[config.mk]
export PLATFORM = sky130hd
export DESIGN_NAME = rxchar_top
export DESIGN_NICKNAME = d
export VERILOG_FILES = /design/src/rtl/rxu_pkg.sv /design/src/rtl/rxu_history.sv /design/src/rtl/rxu_framer.sv /design/src/rtl/rxu_status.sv /design/src/rtl/rxchar_top.sv
export SDC_FILE = /design/constraint.sdc
export NUM_CORES = 1
export LEC_CHECK = 0
export BUFFER_PORTS_ARGS = -buffer_cell sky130_fd_sc_hd__buf_2
export CAP_MARGIN = 15
export CELL_PAD_IN_SITES_DETAIL_PLACEMENT = 0
export CELL_PAD_IN_SITES_GLOBAL_PLACEMENT = 1
export CORE_MARGIN = 2
export CORE_UTILIZATION = 40
export CTS_CLUSTER_SIZE = 14
export DETAILED_ROUTE_END_ITERATION = 8
export GPL_TIMING_DRIVEN = 0
export PLACE_DENSITY = 0.82
export REMOVE_ABC_BUFFERS = 1
export SLEW_MARGIN = 20
export SYNTH_ARGS = -nofsm -noshare
export SYNTH_HDL_FRONTEND = slang
export SYNTH_SLANG_ARGS = --single-unit
[constraint.sdc]
create_clock -name clk -period 2.9 [get_ports clk]
set_input_delay 0.29 -clock clk [delete_from_list [all_inputs] [get_ports clk]]
set_output_delay 0.29 -clock clk [all_outputs]
set_load 0.01 [all_outputs]
[src/rtl/rxu_pkg.sv]
package rxu_pkg;
  typedef enum logic [2:0] {
    ST_SEEK1 = 3'd0,
    ST_IDLE  = 3'd1,
    ST_DATA  = 3'd2,
    ST_PAR   = 3'd3,
    ST_STOP  = 3'd4
  } rxu_state_e;

  localparam logic [1:0] OVS_NONE  = 2'd0;
  localparam logic [1:0] OVS_LONG  = 2'd1;
  localparam logic [1:0] OVS_SHORT = 2'd2;
endpackage

[src/rtl/rxu_history.sv]
module rxu_history #(
  parameter int WIN_LONG  = 8,
  parameter int WIN_SHORT = 4
) (
  input  logic       clk,
  input  logic       rst_n,
  input  logic       push,
  input  logic       push_val,
  input  logic [1:0] ovs,
  output logic       allow
);
  import rxu_pkg::*;
  localparam int HW = WIN_LONG - 1;
  localparam logic [HW-1:0] MASK_S = HW'((1 << (WIN_SHORT - 1)) - 1);

  logic [HW-1:0] hist_q, hist_n;

  always_comb begin
    hist_n = hist_q;
    if (push) hist_n = {hist_q[HW-2:0], push_val};
  end

  always_ff @(posedge clk or negedge rst_n) begin
    if (!rst_n) hist_q <= '0;
    else        hist_q <= hist_n;
  end

  always_comb begin
    case (ovs)
      OVS_LONG:  allow = ~|hist_q;
      OVS_SHORT: allow = ~|(hist_q & MASK_S);
      default:   allow = 1'b0;
    endcase
  end
endmodule

[src/rtl/rxu_framer.sv]
module rxu_framer #(
  parameter int DW       = 8,
  parameter int LEN_BASE = 5
) (
  input  logic          clk,
  input  logic          rst_n,
  input  logic          bit_vld,
  input  logic          bit_in,
  input  logic          sync_mode,
  input  logic [1:0]    cfg_len,
  input  logic          cfg_par_en,
  input  logic          allow,
  output logic          store,
  output logic          store_sync,
  output logic [DW-1:0] store_data,
  output logic          store_ferr,
  output logic          store_pev,
  output logic          hist_push,
  output logic          hist_val
);
  import rxu_pkg::*;
  localparam int CW = $clog2(DW);
  localparam logic [CW:0] DW_L = (CW+1)'(DW);
  localparam logic [CW:0] BASE_L = (CW+1)'(LEN_BASE);

  rxu_state_e    st_q, st_n;
  logic [CW-1:0] cnt_q, cnt_n;
  logic [DW-1:0] sh_q, sh_n;
  logic          par_q, par_n;
  logic [CW:0]   nbits;
  logic [DW-1:0] aligned;
  logic          all_zero;

  assign nbits    = BASE_L + {{(CW-1){1'b0}}, cfg_len};
  assign aligned  = sh_q >> (DW_L - nbits);
  assign all_zero = (aligned == '0) && !(cfg_par_en && par_q) && !bit_in;

  always_comb begin
    st_n       = st_q;
    cnt_n      = cnt_q;
    sh_n       = sh_q;
    par_n      = par_q;
    store      = 1'b0;
    store_sync = sync_mode;
    store_data = aligned;
    store_ferr = 1'b0;
    store_pev  = ~(^aligned ^ (cfg_par_en & par_q));
    hist_push  = 1'b0;
    hist_val   = 1'b0;
    if (bit_vld) begin
      if (sync_mode) begin
        sh_n  = {bit_in, sh_q[DW-1:1]};
        cnt_n = cnt_q + 1'b1;
        if (cnt_q == CW'(DW - 1)) begin
          store      = 1'b1;
          store_data = sh_n;
          cnt_n      = '0;
        end
      end else begin
        case (st_q)
          ST_SEEK1: if (bit_in) st_n = ST_IDLE;
          ST_IDLE: if (!bit_in) begin
            st_n  = ST_DATA;
            cnt_n = '0;
          end
          ST_DATA: begin
            sh_n  = {bit_in, sh_q[DW-1:1]};
            cnt_n = cnt_q + 1'b1;
            if ({1'b0, cnt_q} == nbits - 1'b1) st_n = cfg_par_en ? ST_PAR : ST_STOP;
          end
          ST_PAR: begin
            par_n = bit_in;
            st_n  = ST_STOP;
          end
          ST_STOP: begin
            store     = 1'b1;
            hist_push = 1'b1;
            if (bit_in) begin
              st_n = ST_IDLE;
            end else if (!all_zero && allow) begin
              hist_val = 1'b1;
              st_n     = ST_DATA;
              cnt_n    = '0;
            end else begin
              store_ferr = 1'b1;
              st_n       = ST_SEEK1;
            end
          end
          default: st_n = ST_SEEK1;
        endcase
      end
    end
  end

  always_ff @(posedge clk or negedge rst_n) begin
    if (!rst_n) begin
      st_q  <= ST_SEEK1;
      cnt_q <= '0;
      sh_q  <= '0;
      par_q <= 1'b0;
    end else begin
      st_q  <= st_n;
      cnt_q <= cnt_n;
      sh_q  <= sh_n;
      par_q <= par_n;
    end
  end
endmodule

[src/rtl/rxu_status.sv]
module rxu_status #(
  parameter int DW = 8
) (
  input  logic          clk,
  input  logic          rst_n,
  input  logic          store,
  input  logic          store_sync,
  input  logic [DW-1:0] store_data,
  input  logic          store_ferr,
  input  logic          store_pev,
  input  logic          rd_strobe,
  output logic [DW-1:0] rx_data,
  output logic          data_rdy,
  output logic          overflow,
  output logic          frm_err,
  output logic          par_even
);
  logic [DW-1:0] dat_n;
  logic          rdy_n, ovf_n, fe_n, pe_n;

  always_comb begin
    dat_n = rx_data;
    rdy_n = data_rdy;
    ovf_n = overflow;
    fe_n  = frm_err;
    pe_n  = par_even;
    if (rd_strobe) begin
      rdy_n = 1'b0;
      ovf_n = 1'b0;
    end
    if (store) begin
      dat_n = store_data;
      rdy_n = 1'b1;
      ovf_n = (data_rdy && !rd_strobe) || (overflow && !rd_strobe);
      if (!store_sync) begin
        fe_n = store_ferr;
        pe_n = store_pev;
      end else begin
        fe_n = 1'b0;
      end
    end
  end

  always_ff @(posedge clk or negedge rst_n) begin
    if (!rst_n) begin
      rx_data  <= '0;
      data_rdy <= 1'b0;
      overflow <= 1'b0;
      frm_err  <= 1'b0;
      par_even <= 1'b0;
    end else begin
      rx_data  <= dat_n;
      data_rdy <= rdy_n;
      overflow <= ovf_n;
      frm_err  <= fe_n;
      par_even <= pe_n;
    end
  end
endmodule

[src/rtl/rxchar_top.sv]
module rxchar_top #(
  parameter int DW        = 8,
  parameter int LEN_BASE  = 5,
  parameter int WIN_LONG  = 8,
  parameter int WIN_SHORT = 4
) (
  input  logic          clk,
  input  logic          rst_n,
  input  logic          bit_vld,
  input  logic          bit_in,
  input  logic          sync_mode,
  input  logic [1:0]    cfg_len,
  input  logic          cfg_par_en,
  input  logic [1:0]    cfg_ovs,
  input  logic          rd_strobe,
  output logic [DW-1:0] rx_data,
  output logic          data_rdy,
  output logic          overflow,
  output logic          frm_err,
  output logic          par_even
);
  logic          allow_w, store_w, store_sync_w, ferr_w, pev_w, hpush_w, hval_w;
  logic [DW-1:0] sdata_w;

  rxu_history #(.WIN_LONG(WIN_LONG), .WIN_SHORT(WIN_SHORT)) u_hist (
    .clk(clk), .rst_n(rst_n), .push(hpush_w), .push_val(hval_w),
    .ovs(cfg_ovs), .allow(allow_w)
  );

  rxu_framer #(.DW(DW), .LEN_BASE(LEN_BASE)) u_frm (
    .clk(clk), .rst_n(rst_n), .bit_vld(bit_vld), .bit_in(bit_in),
    .sync_mode(sync_mode), .cfg_len(cfg_len), .cfg_par_en(cfg_par_en),
    .allow(allow_w), .store(store_w), .store_sync(store_sync_w),
    .store_data(sdata_w), .store_ferr(ferr_w), .store_pev(pev_w),
    .hist_push(hpush_w), .hist_val(hval_w)
  );

  rxu_status #(.DW(DW)) u_stat (
    .clk(clk), .rst_n(rst_n), .store(store_w), .store_sync(store_sync_w),
    .store_data(sdata_w), .store_ferr(ferr_w), .store_pev(pev_w),
    .rd_strobe(rd_strobe), .rx_data(rx_data), .data_rdy(data_rdy),
    .overflow(overflow), .frm_err(frm_err), .par_even(par_even)
  );
endmodule

; ---- Word-level counts from Yosys, hierarchy flattened
; Cells that the tools add are included.
[word_totals]
reg_bits = 34
elab_cells = 97
in_bits = 11
out_inout_bits = 12
[op_classes]
bitwise_logic = 4
shifts = 1
n_reduce_logical = 26
n_eq_ne = 14
n_mux = 38
add_sub_neg = 4
[ops]
columns = operator, n
row1 = 8-bit 2-to-1 mux, 5
row2 = 3-bit 2-to-1 mux, 10
row3 = 1-bit 2-to-1 mux, 19
row4 = 3-bit case mux with 5 select lines, 1
row5 = 5-bit AND reduction, 2
row6 = 3-bit case mux with 3 select lines, 1
row7 = 8-bit zero test, 1
row8 = 8-bit parity, 1
row9 = 8-bit by 4-bit right shift with 8-bit output, 1
row10 = 7-bit OR reduction, 1
row11 = 3-bit by 2-bit == test with 1-bit output (second input constant), 2
row12 = 3-bit == test (second input constant), 2
row13 = 1-bit logical AND, 6
row14 = 1-bit zero test, 6
row15 = 3-bit != test (second input constant), 2
row16 = 3-bit by 2-bit adder with 4-bit output (first input constant), 1
row17 = 3-bit by 4-bit == test with 1-bit output, 1
row18 = 2-bit != test (second input constant), 2
row19 = 2-bit AND reduction, 2
row20 = 2-bit nonzero test, 2
row21 = 4-bit nonzero test, 1
row22 = 4-bit by 1-bit subtractor with 4-bit output (second input constant), 1
row23 = 4-bit subtractor (first input constant), 1
row24 = 3-bit by 1-bit adder with 3-bit output (second input constant), 1
row25 = other kinds (14), 15

; ---- Longest topological paths before layout
[depth]
ltp_word = 13
ltp_mapped = 10
mapped_depth_nobuf = 9

; ---- Modules after synthesis
; Synthesis repeated with hierarchy kept, for this count alone.
[hier_totals]
hier_cells = 197
hier_area_um2 = 2133.3
[modules_own_cells]
columns = mod, area_per_inst_um2, instances, cells_each, seq_area_each_um2
row1 = rxu_framer, 1328.8, 1, 143, 375.4
row2 = rxu_status, 488.0, 1, 30, 300.3
row3 = rxu_history, 316.6, 1, 24, 175.2

; ---- Worst setup path after synthesis
; Ideal clock, no wire load.
[synth_timing]
kind = in2reg
from = input port cfg_len[0]
to = register u_frm.cnt_q[0]
setup_slack_ps = 338
n_path_buf = 1
t_arrival_ps = 2437
cell_stages = 9
required_ps = 2775
setup_ps = 125
cell_sequence = ha_1 buf_4 mux4_2 nand2_1 ha_1 nand3_2 o311a_4 o31ai_4 mux2_4
[synth_between]
elab_chain_cells = 10
[synth_lines]
columns = item, line
row1 = start: declaration, rxchar_top.sv:12  ; input logic [1:0] cfg_len,
row2 = 3-bit by 2-bit adder with 4-bit output, rxu_framer.sv:34  ; assign nbits = BASE_L + {{(CW-1){1'b0}}, cfg_len};
row3 = 4-bit subtractor, rxu_framer.sv:35  ; assign aligned = sh_q >> (DW_L - nbits);
row4 = 8-bit by 4-bit right shift with 8-bit output, rxu_framer.sv:35
row5 = 8-bit zero test, rxu_framer.sv:36  ; assign all_zero = (aligned == '0) && !(cfg_par_en && par_q) && !bit_in;
row6 = 1-bit logical AND (2 in series), rxu_framer.sv:36
row7 = 1-bit zero test, rxu_framer.sv:80  ; end else if (!all_zero && allow) begin
row8 = 1-bit logical AND, rxu_framer.sv:80
row9 = 3-bit by 2-bit != test with 1-bit output (no line), n/a
row10 = 5-bit AND reduction (no line), n/a
row11 = end signal: assignment, rxu_framer.sv:103  ; cnt_q <= cnt_n;
row12 = end: declaration, rxu_framer.sv:27  ; logic [CW-1:0] cnt_q, cnt_n;
; Every way passes these cells.
; A chain may end at the register's enable or synchronous reset.

; ---- Final worst setup path
; Ends and elaborated chain as after synthesis.

==> summary.txt <==
Hold/Removal Path Class: in2async
maxcap violations: 0
top cell type's share of synthesized area: 0.412
CP Launch Type: input pin
core footprint: 5040 sq um
critical path class: in2reg
fill count: 497
critical path endpoint category: flip-flop
pin count of the biggest net entering global routing: 35
post-DP HPWL: 2.72 mm
outcome: complete, no violations
FMAX: 372 MHz
DIE WIDTH: 75.8 microns
antenna cells: 0
# port buffers: 22
Worst-Margin Slew: 781 ps
root buf cell: clkbuf_8
Synth Instances: 181
Setup Viol. Count Final: 0
Post-synth EDFFs: 0
Worst Setup SP: cfg_len[0]
Initial Utilization: 0.409
WP data required: 3060 ps
P_leak: 0.00105 uW
hold_buf cts: 0
initial antenna violation count: 0
DRC errors left: 0
routed vias: 1,420
Layout Nets: 221
Critical Path End: u_frm.cnt_q[0]
worst r2r dst: u_frm.cnt_q[0]
ys flop type: dfrtp_1
Async SR Flop Fraction: 1.00
Max Slew Vio Count: 0
layout cell share with drive strength beyond 1: 0.305
fin crit share: 0.928
most frequent cell after synthesis: dfrtp_1
Syn Std Cell Area: 2060 sq um
CTS tree: done
RePlAce Congestion: 0.770
Final Core Density: 0.452
minimum hold slack: 59.7 ps
vias per cell: 5.26
R2R depth: 7
die area: 5750 sq um
DRT antenna net count: 0
Yosys cell types: 42
Worst R2R Start: u_frm.sh_q[3]
Post-synth top cells: dfrtp_1, mux2_2, nand2_1, o21ai_0
Hold Fails Final Rpt: 0
CP max FO: 12
Pre-Repair DR Iteration Count: 4
H-tree Lvls: 2
clock sink total: 34
drt wl/cell: 14.1 microns
Clock Skew: 7.46 ps
Post-CTS Setup Bufs: 0
final WL: 3.80 mm
FF-to-FF setup slack: 510 ps
gr usage total: 0.154
Area growth, synth to finish: 10.5%
top post-synthesis cells by area: dfrtp_1, mux2_2, ha_1
total gr overflow: 0
unrepaired setup endpoints after global routing: no
sequential element share of the synthesized area: 0.412
IO Count: 23
initial DRC count: 63
die height: 75.8 microns
number of placement rows: 26
Worst slew margin: 0.478
synthesized area per cell: 11.4 sq um
synthesis-stage register bit count: 34
dominant cell type by area after synthesis: dfrtp_1
Tmin final: 2690 ps
Critical Path AT: 2850 ps
Cell Pwr Density: 841 nW/um^2
Worst-Skew Late Latency: 280 ps
global-route wire length before repair: 6.48 mm
synth warn: 0
total CTS buffers: 5
CTS max path bufs: 2
vias in the first global route: 1,347
peak supply drop: 0.268 mV
Clock Pin Slew Worst Setup and Hold Paths: 70 ps
-- logic make-up (layout without fill, tap and decap cells) --
| group | after synthesis | after routing | synth area share |
|---|---|---|---|
| buf+inv | 20 | 39 | 0.0473 |
| fa+ha+maj | 10 | 10 | 0.0606 |
| xor+xnor | 8 | 8 | 0.0376 |
| mux | 27 | 27 | 0.174 |
| simple gates | 42 | 42 | 0.103 |
| compound gates | 40 | 40 | 0.165 |
| flops | 34 | 34 | 0.412 |
-- stage by stage --
step                      instances  TNS, ps  setup WS, ps  cell area, sq um  power (uW)
after detailed placement        263     -560          -232              2200        1610
after floorplan                 171        0           240              2000        1400
final                           270        0           210              2280        1920
after global placement          263     -456          -205              2200        1600
after CTS                       270        0          75.7              2280        1940
after global routing            270        0          59.0              2280        2080
-- sequential cells by signal, indices dropped and copies added, names as in the netlist --
signal	flops
u_frm.cnt_q	3
u_stat.data_rdy	1
u_stat.par_even	1
u_frm.par_q	1
u_frm.st_q	3
u_stat.frm_err	1
u_stat.overflow	1
u_hist.hist_q	7
u_frm.sh_q	8
u_stat.rx_data	8
-- routing by layer --
metal / wire length (microns) / part of all wire / track usage / vias to the layer above
met4: 72 / 0.019 / 0.0643 / 0
li1: - / - / - / 704
met3: 135 / 0.036 / 0.0423 / 7
met2: 1800 / 0.47 / 0.248 / 28
met1: 1790 / 0.47 / 0.195 / 681
met5: 0 / 0 / 0 / -
-- cell type report --
| type | count | area (sq um) | area share |
|---|---|---|---|
| inverter | 10 | 37.5 | 0.0165 |
| multi-input combinational | 127 | 1120 | 0.490 |
| tap | 70 | 87.6 | 0.0384 |
| sequential | 34 | 851 | 0.373 |
| timing repair buffer | 22 | 110 | 0.0483 |
| clock buffer | 7 | 76.3 | 0.0335 |
-- report_power, final --
| part | internal, uW | switching, uW |
|---|---|---|
| logic | 425 | 353 |
| clock network | 165 | 159 |
| registers | 624 | 192 |
| total | 1210 | 704 |
-- worst max-delay path: stages --
cell	delay [ps]
buf_2	190
ha_2	490
mux4_2	520
nand2_1	100
ha_1	180
nand3_2	80
o311a_4	380
o31ai_4	290
mux2_4	330
-- repair_timing --
| action | CTS | global route |
|---|---|---|
| hold endpoints to repair | 0 | 0 |
| gates resized for setup | 0 | 1 |
| endpoints found under the setup margin | 0 | 2 |
-- placed cells by master (no fill, tap or decap), types with 3 or more instances in the layout --
cell      count
nand2_1      14
mux2i_1       4
o21ai_0      11
mux4_2        5
nor2b_1       4
mux2_2       17
clkbuf_8      5
nor2_1        8
inv_1        10
dfrtp_1      34
a22oi_1       6
a21oi_1       6
nand3_1       3
nor3_1        3
buf_2        22
a22o_1        3
ha_1          9
xnor2_1       5
o31ai_1       3
-- worst min path at each step --
stage	cells after the start	from	slack (ps)	endpoint
after CTS	1	rst_n	100	u_frm.st_q[0]
after detailed placement	1	rst_n	410	u_frm.st_q[1]
after floorplan	0	rst_n	-6	u_frm.cnt_q[0]
after global placement	1	rst_n	400	u_frm.st_q[1]
final	1	rst_n	60	u_frm.st_q[0]
after global routing	1	rst_n	140	u_frm.st_q[0]
No activity file was read; power rests on OpenSTA's default activity.
